[config.mk]
export PLATFORM = sky130hd
export DESIGN_NAME = mbox_cmd_seq
export DESIGN_NICKNAME = d
export VERILOG_FILES = /design/src/rtl/mbox_seq_pkg.sv /design/src/rtl/mbox_poll_timer.sv /design/src/rtl/mbox_out_bank.sv /design/src/rtl/mbox_cmd_seq.sv
export SDC_FILE = /design/constraint.sdc
export NUM_CORES = 2
export LEC_CHECK = 0
export BUFFER_PORTS_ARGS = -buffer_cell sky130_fd_sc_hd__buf_4
export CORE_AREA = 2 2 471 473
export DETAILED_ROUTE_END_ITERATION = 16
export DIE_AREA = 0 0 473 475
export PLACE_DENSITY = 0.47
export SYNTH_ARGS = -nofsm -noshare
export SYNTH_HDL_FRONTEND = slang
export SYNTH_SLANG_ARGS = --single-unit
[constraint.sdc]
create_clock -name clk -period 45.1 [get_ports clk]
set_input_delay 9.02 -clock clk [delete_from_list [all_inputs] [get_ports clk]]
set_output_delay 9.02 -clock clk [all_outputs]
set_load 0.02 [all_outputs]
[src/rtl/mbox_seq_pkg.sv]
package mbox_seq_pkg;

  typedef enum logic [1:0] {
    MB_OK      = 2'd0,
    MB_BAD_SIG = 2'd1,
    MB_IN_USE  = 2'd2,
    MB_TIMEOUT = 2'd3
  } mb_status_e;

  typedef enum logic [3:0] {
    S_IDLE, S_RD_SIG, S_RD_FLAG, S_WR_CLAIM, S_WR_CMD, S_WR_TMO,
    S_WR_ARG, S_WR_READY, S_POLL_RD, S_POLL_WAIT, S_RD_OUT, S_RD_RES,
    S_WR_CLR, S_FINISH
  } mb_state_e;

endpackage

[src/rtl/mbox_poll_timer.sv]
module mbox_poll_timer #(
  parameter int POLL_CYC    = 2000,
  parameter int TIMEOUT_CYC = 2000000
) (
  input  logic clk,
  input  logic rst_n,
  input  logic arm_i,      // clear the overall timeout window
  input  logic polling_i,  // inside the polling phase
  input  logic waiting_i,  // inside a gap between flag reads
  output logic due_o,      // gap has lasted POLL_CYC cycles
  output logic expired_o   // polling phase has lasted TIMEOUT_CYC cycles
);
  localparam int GW = $clog2(POLL_CYC + 1);
  localparam int EW = $clog2(TIMEOUT_CYC + 1);
  localparam logic [GW-1:0] GAP_LAST = GW'(POLL_CYC - 1);
  localparam logic [EW-1:0] TMO_LIM  = EW'(TIMEOUT_CYC);

  logic [GW-1:0] gap_q, gap_d;
  logic [EW-1:0] el_q, el_d;
  logic          gap_en, el_en;

  assign due_o     = waiting_i && (gap_q == GAP_LAST);
  assign expired_o = (el_q >= TMO_LIM);

  always_comb begin
    gap_en = 1'b1;
    gap_d  = gap_q;
    if (!waiting_i)  gap_d = '0;
    else if (!due_o) gap_d = gap_q + GW'(1);
    else             gap_en = 1'b0;
  end

  always_comb begin
    el_en = 1'b1;
    el_d  = el_q;
    if (arm_i)                        el_d = '0;
    else if (polling_i && !expired_o) el_d = el_q + EW'(1);
    else                              el_en = 1'b0;
  end

  always_ff @(posedge clk or negedge rst_n) begin
    if (!rst_n) begin
      gap_q <= '0;
      el_q  <= '0;
    end else begin
      if (gap_en) gap_q <= gap_d;
      if (el_en)  el_q  <= el_d;
    end
  end


  gap_grows_chk: assert property (@(posedge clk) disable iff (!rst_n)
    (waiting_i && !due_o) |=> (!waiting_i || gap_q == $past(gap_q) + GW'(1)));

endmodule

[src/rtl/mbox_out_bank.sv]
module mbox_out_bank #(
  parameter int MAX_ARGS = 16,
  parameter int DW       = 32,
  parameter int CW       = 5
) (
  input  logic                   clk,
  input  logic                   rst_n,
  input  logic                   clr_i,
  input  logic                   wr_en_i,
  input  logic [CW-1:0]          wr_idx_i,
  input  logic [DW-1:0]          wr_data_i,
  output logic [MAX_ARGS*DW-1:0] bank_o
);
  for (genvar g = 0; g < MAX_ARGS; g++) begin : g_slot
    logic [DW-1:0] slot_q;
    logic          hit;
    assign hit = wr_en_i && (wr_idx_i == CW'(g));
    always_ff @(posedge clk or negedge rst_n) begin
      if (!rst_n)     slot_q <= '0;
      else if (clr_i) slot_q <= '0;
      else if (hit)   slot_q <= wr_data_i;
    end
    assign bank_o[g*DW +: DW] = slot_q;
  end
endmodule

[src/rtl/mbox_cmd_seq.sv]
module mbox_cmd_seq
  import mbox_seq_pkg::*;
#(
  parameter int          AW          = 16,
  parameter int          DW          = 32,
  parameter int          MAX_ARGS    = 16,
  parameter int          POLL_CYC    = 2000,
  parameter int          TIMEOUT_CYC = 2000000,
  parameter logic [31:0] GUARD_WORD  = 32'h1234_5678,
  parameter logic [31:0] TMO_WORD    = 32'd50000,
  localparam int         CW          = $clog2(MAX_ARGS + 1)
) (
  input  logic                   clk,
  input  logic                   rst_n,
  input  logic                   start_i,
  input  logic [AW-1:0]          base_i,
  input  logic [DW-1:0]          cmd_i,
  input  logic [CW-1:0]          in_cnt_i,
  input  logic [CW-1:0]          out_cnt_i,
  input  logic [MAX_ARGS*DW-1:0] args_i,
  output logic                   busy_o,
  output logic                   done_o,
  output logic [1:0]             status_o,
  output logic [DW-1:0]          result_o,
  output logic [MAX_ARGS*DW-1:0] out_args_o,
  output logic                   mem_req_o,
  output logic                   mem_we_o,
  output logic [AW-1:0]          mem_addr_o,
  output logic [DW-1:0]          mem_wdata_o,
  input  logic                   mem_ack_i,
  input  logic [DW-1:0]          mem_rdata_i
);
  localparam logic [CW-1:0] CNT_MAX  = CW'(MAX_ARGS);
  localparam logic [CW-1:0] IDX_LAST = CW'(MAX_ARGS - 1);

  // reset: asserted asynchronously, released on the clock
  logic [1:0] rst_sync_q;
  logic       rst_n_s;
  always_ff @(posedge clk or negedge rst_n) begin
    if (!rst_n) rst_sync_q <= 2'b00;
    else        rst_sync_q <= {rst_sync_q[0], 1'b1};
  end
  assign rst_n_s = rst_sync_q[1];

  mb_state_e             st_q, st_d;
  logic [AW-1:0]         base_q;
  logic [DW-1:0]         cmd_q;
  logic [MAX_ARGS*DW-1:0] args_q;
  logic [CW-1:0]         in_n_q, out_n_q;
  logic [CW-1:0]         idx_q, idx_d;
  logic [DW-1:0]         res_q, res_d;
  logic [1:0]            stat_q, stat_d;
  logic                  done_q, done_d;
  logic                  sig_ok_q, sig_ok_d;
  logic                  wrote_q, wrote_d;
  logic                  accept, due, expired, cap_out;
  logic [CW-1:0]         in_clamp, out_clamp;

  assign accept    = (st_q == S_IDLE) && start_i;
  assign in_clamp  = (in_cnt_i  > CNT_MAX) ? CNT_MAX : in_cnt_i;
  assign out_clamp = (out_cnt_i > CNT_MAX) ? CNT_MAX : out_cnt_i;
  assign cap_out   = (st_q == S_RD_OUT) && mem_ack_i;

  // command capture, enabled on an accepted start
  always_ff @(posedge clk or negedge rst_n_s) begin
    if (!rst_n_s) begin
      base_q  <= '0;
      cmd_q   <= '0;
      args_q  <= '0;
      in_n_q  <= '0;
      out_n_q <= '0;
    end else if (accept) begin
      base_q  <= base_i;
      cmd_q   <= cmd_i;
      args_q  <= args_i;
      in_n_q  <= in_clamp;
      out_n_q <= out_clamp;
    end
  end

  // memory request decode
  always_comb begin
    mem_req_o   = 1'b0;
    mem_we_o    = 1'b0;
    mem_addr_o  = base_q;
    mem_wdata_o = '0;
    unique case (st_q)
      S_RD_SIG:   begin mem_req_o = 1'b1; mem_addr_o = base_q - AW'(1); end
      S_RD_FLAG,
      S_POLL_RD:  mem_req_o = 1'b1;
      S_WR_CLAIM: begin mem_req_o = 1'b1; mem_we_o = 1'b1; mem_wdata_o = DW'(1); end
      S_WR_CMD:   begin
        mem_req_o = 1'b1; mem_we_o = 1'b1;
        mem_addr_o = base_q + AW'(1); mem_wdata_o = cmd_q;
      end
      S_WR_TMO:   begin
        mem_req_o = 1'b1; mem_we_o = 1'b1;
        mem_addr_o = base_q + AW'(3); mem_wdata_o = DW'(TMO_WORD);
      end
      S_WR_ARG:   begin
        mem_req_o  = 1'b1; mem_we_o = 1'b1;
        mem_addr_o = base_q + AW'(4) + AW'(idx_q);
        if (idx_q < in_n_q) mem_wdata_o = args_q[int'(idx_q)*DW +: DW];
      end
      S_WR_READY: begin mem_req_o = 1'b1; mem_we_o = 1'b1; mem_wdata_o = DW'(3); end
      S_RD_OUT:   begin mem_req_o = 1'b1; mem_addr_o = base_q + AW'(4) + AW'(idx_q); end
      S_RD_RES:   begin mem_req_o = 1'b1; mem_addr_o = base_q + AW'(2); end
      S_WR_CLR:   begin mem_req_o = 1'b1; mem_we_o = 1'b1; end
      default:    ;
    endcase
  end

  // sequencing
  always_comb begin
    st_d     = st_q;
    idx_d    = idx_q;
    res_d    = res_q;
    stat_d   = stat_q;
    done_d   = 1'b0;
    sig_ok_d = sig_ok_q;
    wrote_d  = wrote_q || (mem_req_o && mem_we_o && mem_ack_i);
    unique case (st_q)
      S_IDLE: if (start_i) begin
        st_d = S_RD_SIG; sig_ok_d = 1'b0; wrote_d = 1'b0; res_d = '0;
      end
      S_RD_SIG: if (mem_ack_i) begin
        if (mem_rdata_i == DW'(GUARD_WORD)) begin
          sig_ok_d = 1'b1; st_d = S_RD_FLAG;
        end else begin
          stat_d = MB_BAD_SIG; st_d = S_FINISH;
        end
      end
      S_RD_FLAG: if (mem_ack_i) begin
        if (mem_rdata_i != '0) begin stat_d = MB_IN_USE; st_d = S_FINISH; end
        else                         st_d = S_WR_CLAIM;
      end
      S_WR_CLAIM: if (mem_ack_i) st_d = S_WR_CMD;
      S_WR_CMD:   if (mem_ack_i) st_d = S_WR_TMO;
      S_WR_TMO:   if (mem_ack_i) begin st_d = S_WR_ARG; idx_d = '0; end
      S_WR_ARG: if (mem_ack_i) begin
        if (idx_q == IDX_LAST) st_d = S_WR_READY;
        else                   idx_d = idx_q + CW'(1);
      end
      S_WR_READY: if (mem_ack_i) st_d = S_POLL_RD;
      S_POLL_RD: if (mem_ack_i) begin
        if (mem_rdata_i[2]) begin
          idx_d = '0;
          st_d  = (out_n_q == '0) ? S_RD_RES : S_RD_OUT;
        end else if (expired) begin
          stat_d = MB_TIMEOUT; st_d = S_FINISH;
        end else begin
          st_d = S_POLL_WAIT;
        end
      end
      S_POLL_WAIT: if (due) st_d = S_POLL_RD;
      S_RD_OUT: if (mem_ack_i) begin
        if (idx_q == out_n_q - CW'(1)) st_d = S_RD_RES;
        else                           idx_d = idx_q + CW'(1);
      end
      S_RD_RES: if (mem_ack_i) begin res_d = mem_rdata_i; st_d = S_WR_CLR; end
      S_WR_CLR: if (mem_ack_i) begin stat_d = MB_OK; st_d = S_FINISH; end
      S_FINISH: begin done_d = 1'b1; st_d = S_IDLE; end
      default:  st_d = S_IDLE;
    endcase
  end

  always_ff @(posedge clk or negedge rst_n_s) begin
    if (!rst_n_s) begin
      st_q     <= S_IDLE;
      idx_q    <= '0;
      res_q    <= '0;
      stat_q   <= MB_OK;
      done_q   <= 1'b0;
      sig_ok_q <= 1'b0;
      wrote_q  <= 1'b0;
    end else begin
      st_q     <= st_d;
      idx_q    <= idx_d;
      res_q    <= res_d;
      stat_q   <= stat_d;
      done_q   <= done_d;
      sig_ok_q <= sig_ok_d;
      wrote_q  <= wrote_d;
    end
  end

  mbox_poll_timer #(.POLL_CYC(POLL_CYC), .TIMEOUT_CYC(TIMEOUT_CYC)) u_timer (
    .clk      (clk),
    .rst_n    (rst_n_s),
    .arm_i    (st_q == S_WR_READY),
    .polling_i(st_q == S_POLL_RD || st_q == S_POLL_WAIT),
    .waiting_i(st_q == S_POLL_WAIT),
    .due_o    (due),
    .expired_o(expired)
  );

  mbox_out_bank #(.MAX_ARGS(MAX_ARGS), .DW(DW), .CW(CW)) u_bank (
    .clk      (clk),
    .rst_n    (rst_n_s),
    .clr_i    (accept),
    .wr_en_i  (cap_out),
    .wr_idx_i (idx_q),
    .wr_data_i(mem_rdata_i),
    .bank_o   (out_args_o)
  );

  assign busy_o   = (st_q != S_IDLE);
  assign done_o   = done_q;
  assign status_o = stat_q;
  assign result_o = res_q;


  req_hold_chk: assert property (@(posedge clk) disable iff (!rst_n_s)
    (mem_req_o && !mem_ack_i) |=> (mem_req_o && $stable(mem_addr_o) &&
                                   $stable(mem_we_o) && $stable(mem_wdata_o)));

  write_after_guard_chk: assert property (@(posedge clk) disable iff (!rst_n_s)
    (mem_req_o && mem_we_o) |-> sig_ok_q);

  in_use_no_write_chk: assert property (@(posedge clk) disable iff (!rst_n_s)
    (done_o && status_o == MB_IN_USE) |-> !wrote_q);

  done_pulse_chk: assert property (@(posedge clk) disable iff (!rst_n_s)
    done_o |=> !done_o);

  busy_on_start_chk: assert property (@(posedge clk) disable iff (!rst_n_s)
    (!busy_o && start_i) |=> busy_o);

  timeout_real_chk: assert property (@(posedge clk) disable iff (!rst_n_s)
    (done_o && status_o == MB_TIMEOUT) |-> expired);

endmodule

# Yosys cells after proc, flatten, opt, wreduce, memory -nomap -nowiden
# Cells that the tools add are included.
totals:
  ff_bits: 1160
  in_bits: 606
  output_inout_bits: 598
  elab_cells: 243
op_classes:
  add_sub_neg: 10
  n_lt_le_gt_ge: 4
  eq_ne: 54
  n_shift: 1
  n_mux: 89
  n_reduce_logical: 56
op_table:
  columns: ["op", "count"]
  rows:
  - ["$mux W32", 35]
  - ["$shiftx A512 B11 Y32", 1]
  - ["$pmux W32 S5", 1]
  - ["$pmux W16 S5", 1]
  - ["$mux W4", 17]
  - ["$pmux W32 S2", 1]
  - ["$pmux W4 S13", 1]
  - ["$mux W5", 9]
  - ["$mux W21", 2]
  - ["$ne A2 B2 Y1 const B", 21]
  - ["$eq A5 B4 Y1 const B", 8]
  - ["$reduce_bool A2 Y1", 18]
  - ["$add A16 B2 Y16 const B", 2]
  - ["$eq A32 B29 Y1 const B", 1]
  - ["$reduce_bool A32 Y1", 1]
  - ["$eq A4 B4 Y1 const B", 6]
  - ["$mux W11", 2]
  - ["$add A21 B1 Y21 const B", 1]
  - ["$ge A21 B21 Y1 const B", 1]
  - ["$eq A5 B3 Y1 const B", 4]
  - ["$logic_and A1 B1 Y1", 20]
  - ["$pmux W5 S4", 1]
  - ["$add A16 B1 Y16 const B", 1]
  - ["$add A16 B3 Y16 const B", 1]
  - ["other kinds (32)", 58]

# Depth between registers and ports, before layout
logic_depth:
  ltp_word: 6
  mapped_depth: 14
  ltp_nobuf: 10

# Cells and area by module
# A second synthesis with hierarchy kept.
unflattened:
  hier_cells: 5191
  hier_area_um2: 53810.4
modules_own_cells:
  columns: ["module", "instances", "cells_per_inst", "area_each_um2", "seq_area_each_um2"]
  rows:
  - ["mbox_cmd_seq", 1, 3211, 29437.0, 15414.8]
  - ["mbox_out_bank", 1, 1772, 22367.7, 12812.3]
  - ["mbox_poll_timer", 1, 208, 2005.7, 800.8]

# Worst setup path after synthesis
# Ideal clock, no wire load.
synth_timing:
  path_kind: "reg-to-output"
  startpoint: "register st_q[3]"
  endpoint: "output mem_addr_o[10]"
  arrival_time_ps: 3478
  required_ps: 36080
  slack_ps: 32602
  stages_incl_launch_ff: 15
  path_buffers: 4
  path_cell_list: "dfrtp_1 > buf_2 > nor2b_1 > and2_1 > clkbuf_1 > clkbuf_1 > inv_1 > fa_1 > clkbuf_1 > nor4_1 > nand2_1 > o21ai_0 > nor2_1 > nor4_1 > xor2_1"
synth_between:
  elab_chain_len: 3
  elab_cells_between_ends: 8
  cone_classes: "6 x eq/ne; 1 x mux; 1 x reduce/logical"
synth_rtl:
  columns: ["item", "line_no", "text"]
  rows:
  - ["start: declaration", "mbox_cmd_seq.sv:45", "mb_state_e st_q, st_d;"]
  - ["start signal: assignment", "mbox_cmd_seq.sv:177", "st_q <= st_d;"]
  - ["$eq A4 B4 Y1 / $eq A4 B3 Y1 (equally long branches)", "mbox_cmd_seq.sv:87", "unique case (st_q)"]
  - ["$reduce_or A2 Y1 (no source line)", null, null]
  - ["$pmux W16 S5 *", "mbox_cmd_seq.sv:87", null]
  - ["end: declaration", "mbox_cmd_seq.sv:28", "output logic [AW-1:0] mem_addr_o,"]
# Every way passes the cells marked *; elsewhere a longest branch is shown, timed or not.

# Worst setup path in the final report
layout_timing:
  startpoint: "register idx_q[0]"
  endpoint: "output mem_addr_o[15]"
layout_between:
  elab_chain_len: 2
layout_rtl:
  columns: ["item", "line_no", "text"]
  rows:
  - ["start: declaration", "mbox_cmd_seq.sv:50", "logic [CW-1:0] idx_q, idx_d;"]
  - ["start signal: assignment", "mbox_cmd_seq.sv:178", "idx_q <= idx_d;"]
  - ["$add A16 B5 Y16", "mbox_cmd_seq.sv:102, mbox_cmd_seq.sv:106", null]
  - ["$pmux W16 S5", "mbox_cmd_seq.sv:87", null]
# Every way passes these cells.

==> key figures <==
Status
  • Outcome: completed

Timing
  • WHS: 0.362 ns
  • Tcrit/Tclk final: 31.8%
  • Hold Fails Final Rpt: 0
  • FMAX: 69.7 MHz
  • Setup WS post-layout: 30.75 ns
  • Clock Skews: 0.0360 ns
  • RSZ-0062 raised after global routing: no
  • Slew HR: 18.7%
  • Final Critical Period: 14.35 ns
  • Setup violators final: 0
  • Slew Limit Fails: 0
  • Fin Setup TNS: 0 ns
  • Slew @ Worst Pin: 1.22 ns

Worst setup path
  • Maximum fanout along the worst path: 32
  • WS Path Type: reg -> out
  • CP Capture Type: output pin
  • Setup crit start kind: register
  • Worst Path Required: 36.08 ns
  • R2R setup slack: 38.45 ns
  • WP data arrival: 5.33 ns

Die
  • Die height: 475 µm
  • Cell row count: 172
  • Core Region: 219000 µm²
  • I/O pin total: 1204
  • Die Footprint: 225000 µm²
  • Die X: 473 µm
  • Initial Utilization: 23.6%

Detailed routing
  • DR pass1 iterations: 6
  • DRC errors left: 0
  • ANT nets after route: 0
  • First DRT Iteration DRCs: 3805
  • Wire length per cell: 26.3 µm
  • WL final: 257 mm
  • Routed vias: 45700
  • Vias per Instance: 4.67

Synth
  • Ys Warns: 0
  • Post-synth top flop: dfrtp_1
  • Number of synthesized register bits: 1160
  • Synth Cell Area: 51700 µm²
  • Post-synthesis cell type count: 73
  • Async SR Flop Fraction: 100%
  • Seq/Total Area, Yosys: 56.2%
  • Mapped Cells: 5794
  • Post-synth EDFFs: 0
  • Syn_nets: 6427
  • Syn_area_per_cell: 8.92 µm²

Power and ir drop
  • Final Power: 3.92 mW
  • Combinational power share: 30.7%
  • VDD IR max: 0.0000342 V
  • P per Cell Area: 57.5 nW/µm²
  • Clk pwr share: 30.2%
  • Register share of total power: 39.1%
  • Static leakage: 33.0 nW
  • Switching Power: 1.47 mW
  • Pint: 2.45 mW
  • Switching Fraction: 37.5%

Placed design
  • Gp weighted congestion: 0.859
  • Port bufs: 1203
  • Cell Area, Placed: 63300 µm²
  • Pre-CTS setup slack: 30.83 ns
  • DP HPWL: 187 mm

Flow run
  • Max Cap Viol: 0

CTS
  • CTS tree: done
  • Root Buffer: clkbuf_16
  • Clock Latency Late Sink: 0.81 ns
  • Number of hold buffers added after cts: 0
  • Clk buf depth: 3
  • Post-CTS Setup Repair Bufs: 0
  • Cts bufs inserted: 142
  • Clock Pin Slew Worst Setup and Hold Paths: 0.06 ns
  • Post-CTS sizing: 0
  • H-Tree Level Count: 4
  • Total clock sinks: 1160

Finish
  • Fraction of layout cells with a size suffix above 1: 24.6%
  • Reg area: 29000 µm²
  • Multi-input gate area: 20800 µm²
  • Filler instances: 23100
  • Area grow syn2layout: 31.9%
  • Final-stage net count: 7400
  • Layout Cell Area excl Fill: 68200 µm²

GRT
  • Initial antenna violation count: 63
  • GR Overflow Total: 0
  • First-pass GRT wire length: 357 mm
  • Pin count of the biggest net entering global routing: 196
  • Number of global-route vias before repair: 45700
  • Total Routing Usage GR: 22.3%

Hold path
  • Hold Crit Class: reg -> reg
cell usage in the layout (no fill, tap or decap), types with 16 or more instances in the layout:
master	count
and3_1	22
nor3_1	23
nor2_1	72
nand3_1	29
clkinv_2	16
dfrtp_1	1155
xnor2_1	22
mux4_2	161
ha_1	25
clkbuf_16	145
nor4_1	16
clkbuf_8	30
buf_4	1274
nand2_1	2844
o21ai_0	109
a21oi_1	559
inv_1	66
clkbuf_1	38
diode_2	37
sequential cells by signal, indices dropped and copies added, names as in the netlist:
name,cells
status_o,2
base_q,16
st_q,4
args_q,512
result_o,32
done_o,1
u_timer.el_q,21
u_bank.g_slot.slot_q,512
u_timer.gap_q,11
rst_sync_q,2
cmd_q,32
idx_q,5
out_n_q,5
in_n_q,5
layer usage:
layer	GRT usage, %	vias to the layer above	part of all wire, %
met2	39.4	1719	51
met1	26.0	22800	38
met3	5.02	400	6.5
met4	8.99	58	4.0
met5	0	-	0.14
li1	-	20800	-
cells in the mapped netlist (3+ instances only):
master | number | share of area [%]
a211o_1 | 3 | 0.051
a21oi_1 | 559 | 5.4
mux2i_1 | 4 | 0.077
dfrtp_1 | 1160 | 56
o211ai_1 | 8 | 0.12
o31ai_1 | 8 | 0.12
a21o_1 | 5 | 0.073
nor2_1 | 82 | 0.60
nand4_1 | 15 | 0.18
and4_1 | 7 | 0.12
o31a_1 | 3 | 0.051
buf_1 | 13 | 0.094
inv_1 | 66 | 0.48
o21ai_1 | 5 | 0.048
a221oi_1 | 4 | 0.068
nand3b_1 | 11 | 0.16
or2_1 | 4 | 0.048
nor3_1 | 24 | 0.23
xnor2_1 | 22 | 0.37
or3_1 | 11 | 0.13
ha_1 | 25 | 0.61
o22ai_1 | 6 | 0.073
xor2_1 | 14 | 0.24
o21ai_0 | 110 | 1.1
buf_2 | 33 | 0.32
nor2b_1 | 12 | 0.15
mux4_2 | 161 | 7.0
a211oi_1 | 7 | 0.10
and3_1 | 23 | 0.28
nand2_1 | 2852 | 21
a221o_1 | 3 | 0.058
or4_1 | 4 | 0.058
nand3_1 | 30 | 0.29
o21a_1 | 5 | 0.073
nor4_1 | 19 | 0.23
nand2b_1 | 8 | 0.097
and2_1 | 8 | 0.097
a31oi_1 | 7 | 0.085
o211a_1 | 4 | 0.077
clkbuf_1 | 402 | 2.9
area by class of cell:
| class | count | area share (%) |
|---|---|---|
| repair buffers | 1277 | 14.1 |
| flip-flops and latches | 1160 | 42.6 |
| clock inverters | 42 | 0.815 |
| multi-input cells | 4120 | 30.5 |
| well taps | 2871 | 5.27 |
| inverters | 66 | 0.363 |
| diodes | 37 | 0.136 |
| clock buffers | 213 | 6.14 |
cells by family after synthesis:
kind of cell               after synthesis  share of synthesized area (%)
AOI/OAI and AO/OA                      763                           7.93
xor gates and xnor gates                36                          0.610
adders and majority gates               27                          0.683
buffers and inverters                  514                           3.81
DFF                                   1160                           56.2
muxes                                  169                           7.18
other                                    1                        0.00726
and+or+nand+nor                       3124                           23.6
power groups by stage:
stage	Combinational, mW	Sequential [mW]	Clock, mW
2_1_floorplan	0.695	1.50	0
3_3_place_gp	1.22	1.55	0
3_5_place_dp	1.23	1.55	0
4_1_cts	1.23	1.54	1.22
5_1_grt	1.31	1.56	1.26
6_report	1.20	1.53	1.18
metrics by stage:
| step | instances | utilization, % |
|---|---|---|
| after floorplan | 5794 | - |
| after global placement | 9494 | 28.9 |
| after detailed placement | 9494 | 28.9 |
| after CTS | 9749 | 31.1 |
| after global routing | 9777 | 31.1 |
| final | 9786 | 31.1 |
worst max-delay path: stages, from the launching register on:
cell and delay [ns]:
dfrtp_4 0.78, buf_4 0.67, buf_4 0.66, ha_1 0.27, ha_1 0.18, inv_1 0.06
fa_1 0.40, nor2b_1 0.16, o31a_1 0.30, o2111ai_1 0.17, xnor2_1 0.19, a32oi_1 0.07
a31oi_1 0.31, buf_4 0.21
worst paths after layout:
kind,from,end,depth (start not counted)
hold reg to reg,rst_sync_q[0],rst_sync_q[1],0
setup reg to reg,st_q[3],args_q[427],9
hold / removal,rst_sync_q[0],rst_sync_q[1],0
setup / recovery,idx_q[0],mem_addr_o[15],13
max in group asynchronous,rst_n,rst_sync_q[1],1
min in group asynchronous,rst_sync_q[1],u_bank.g_slot[14].slot_q[4],0
Power figures use the tool's default switching activity.
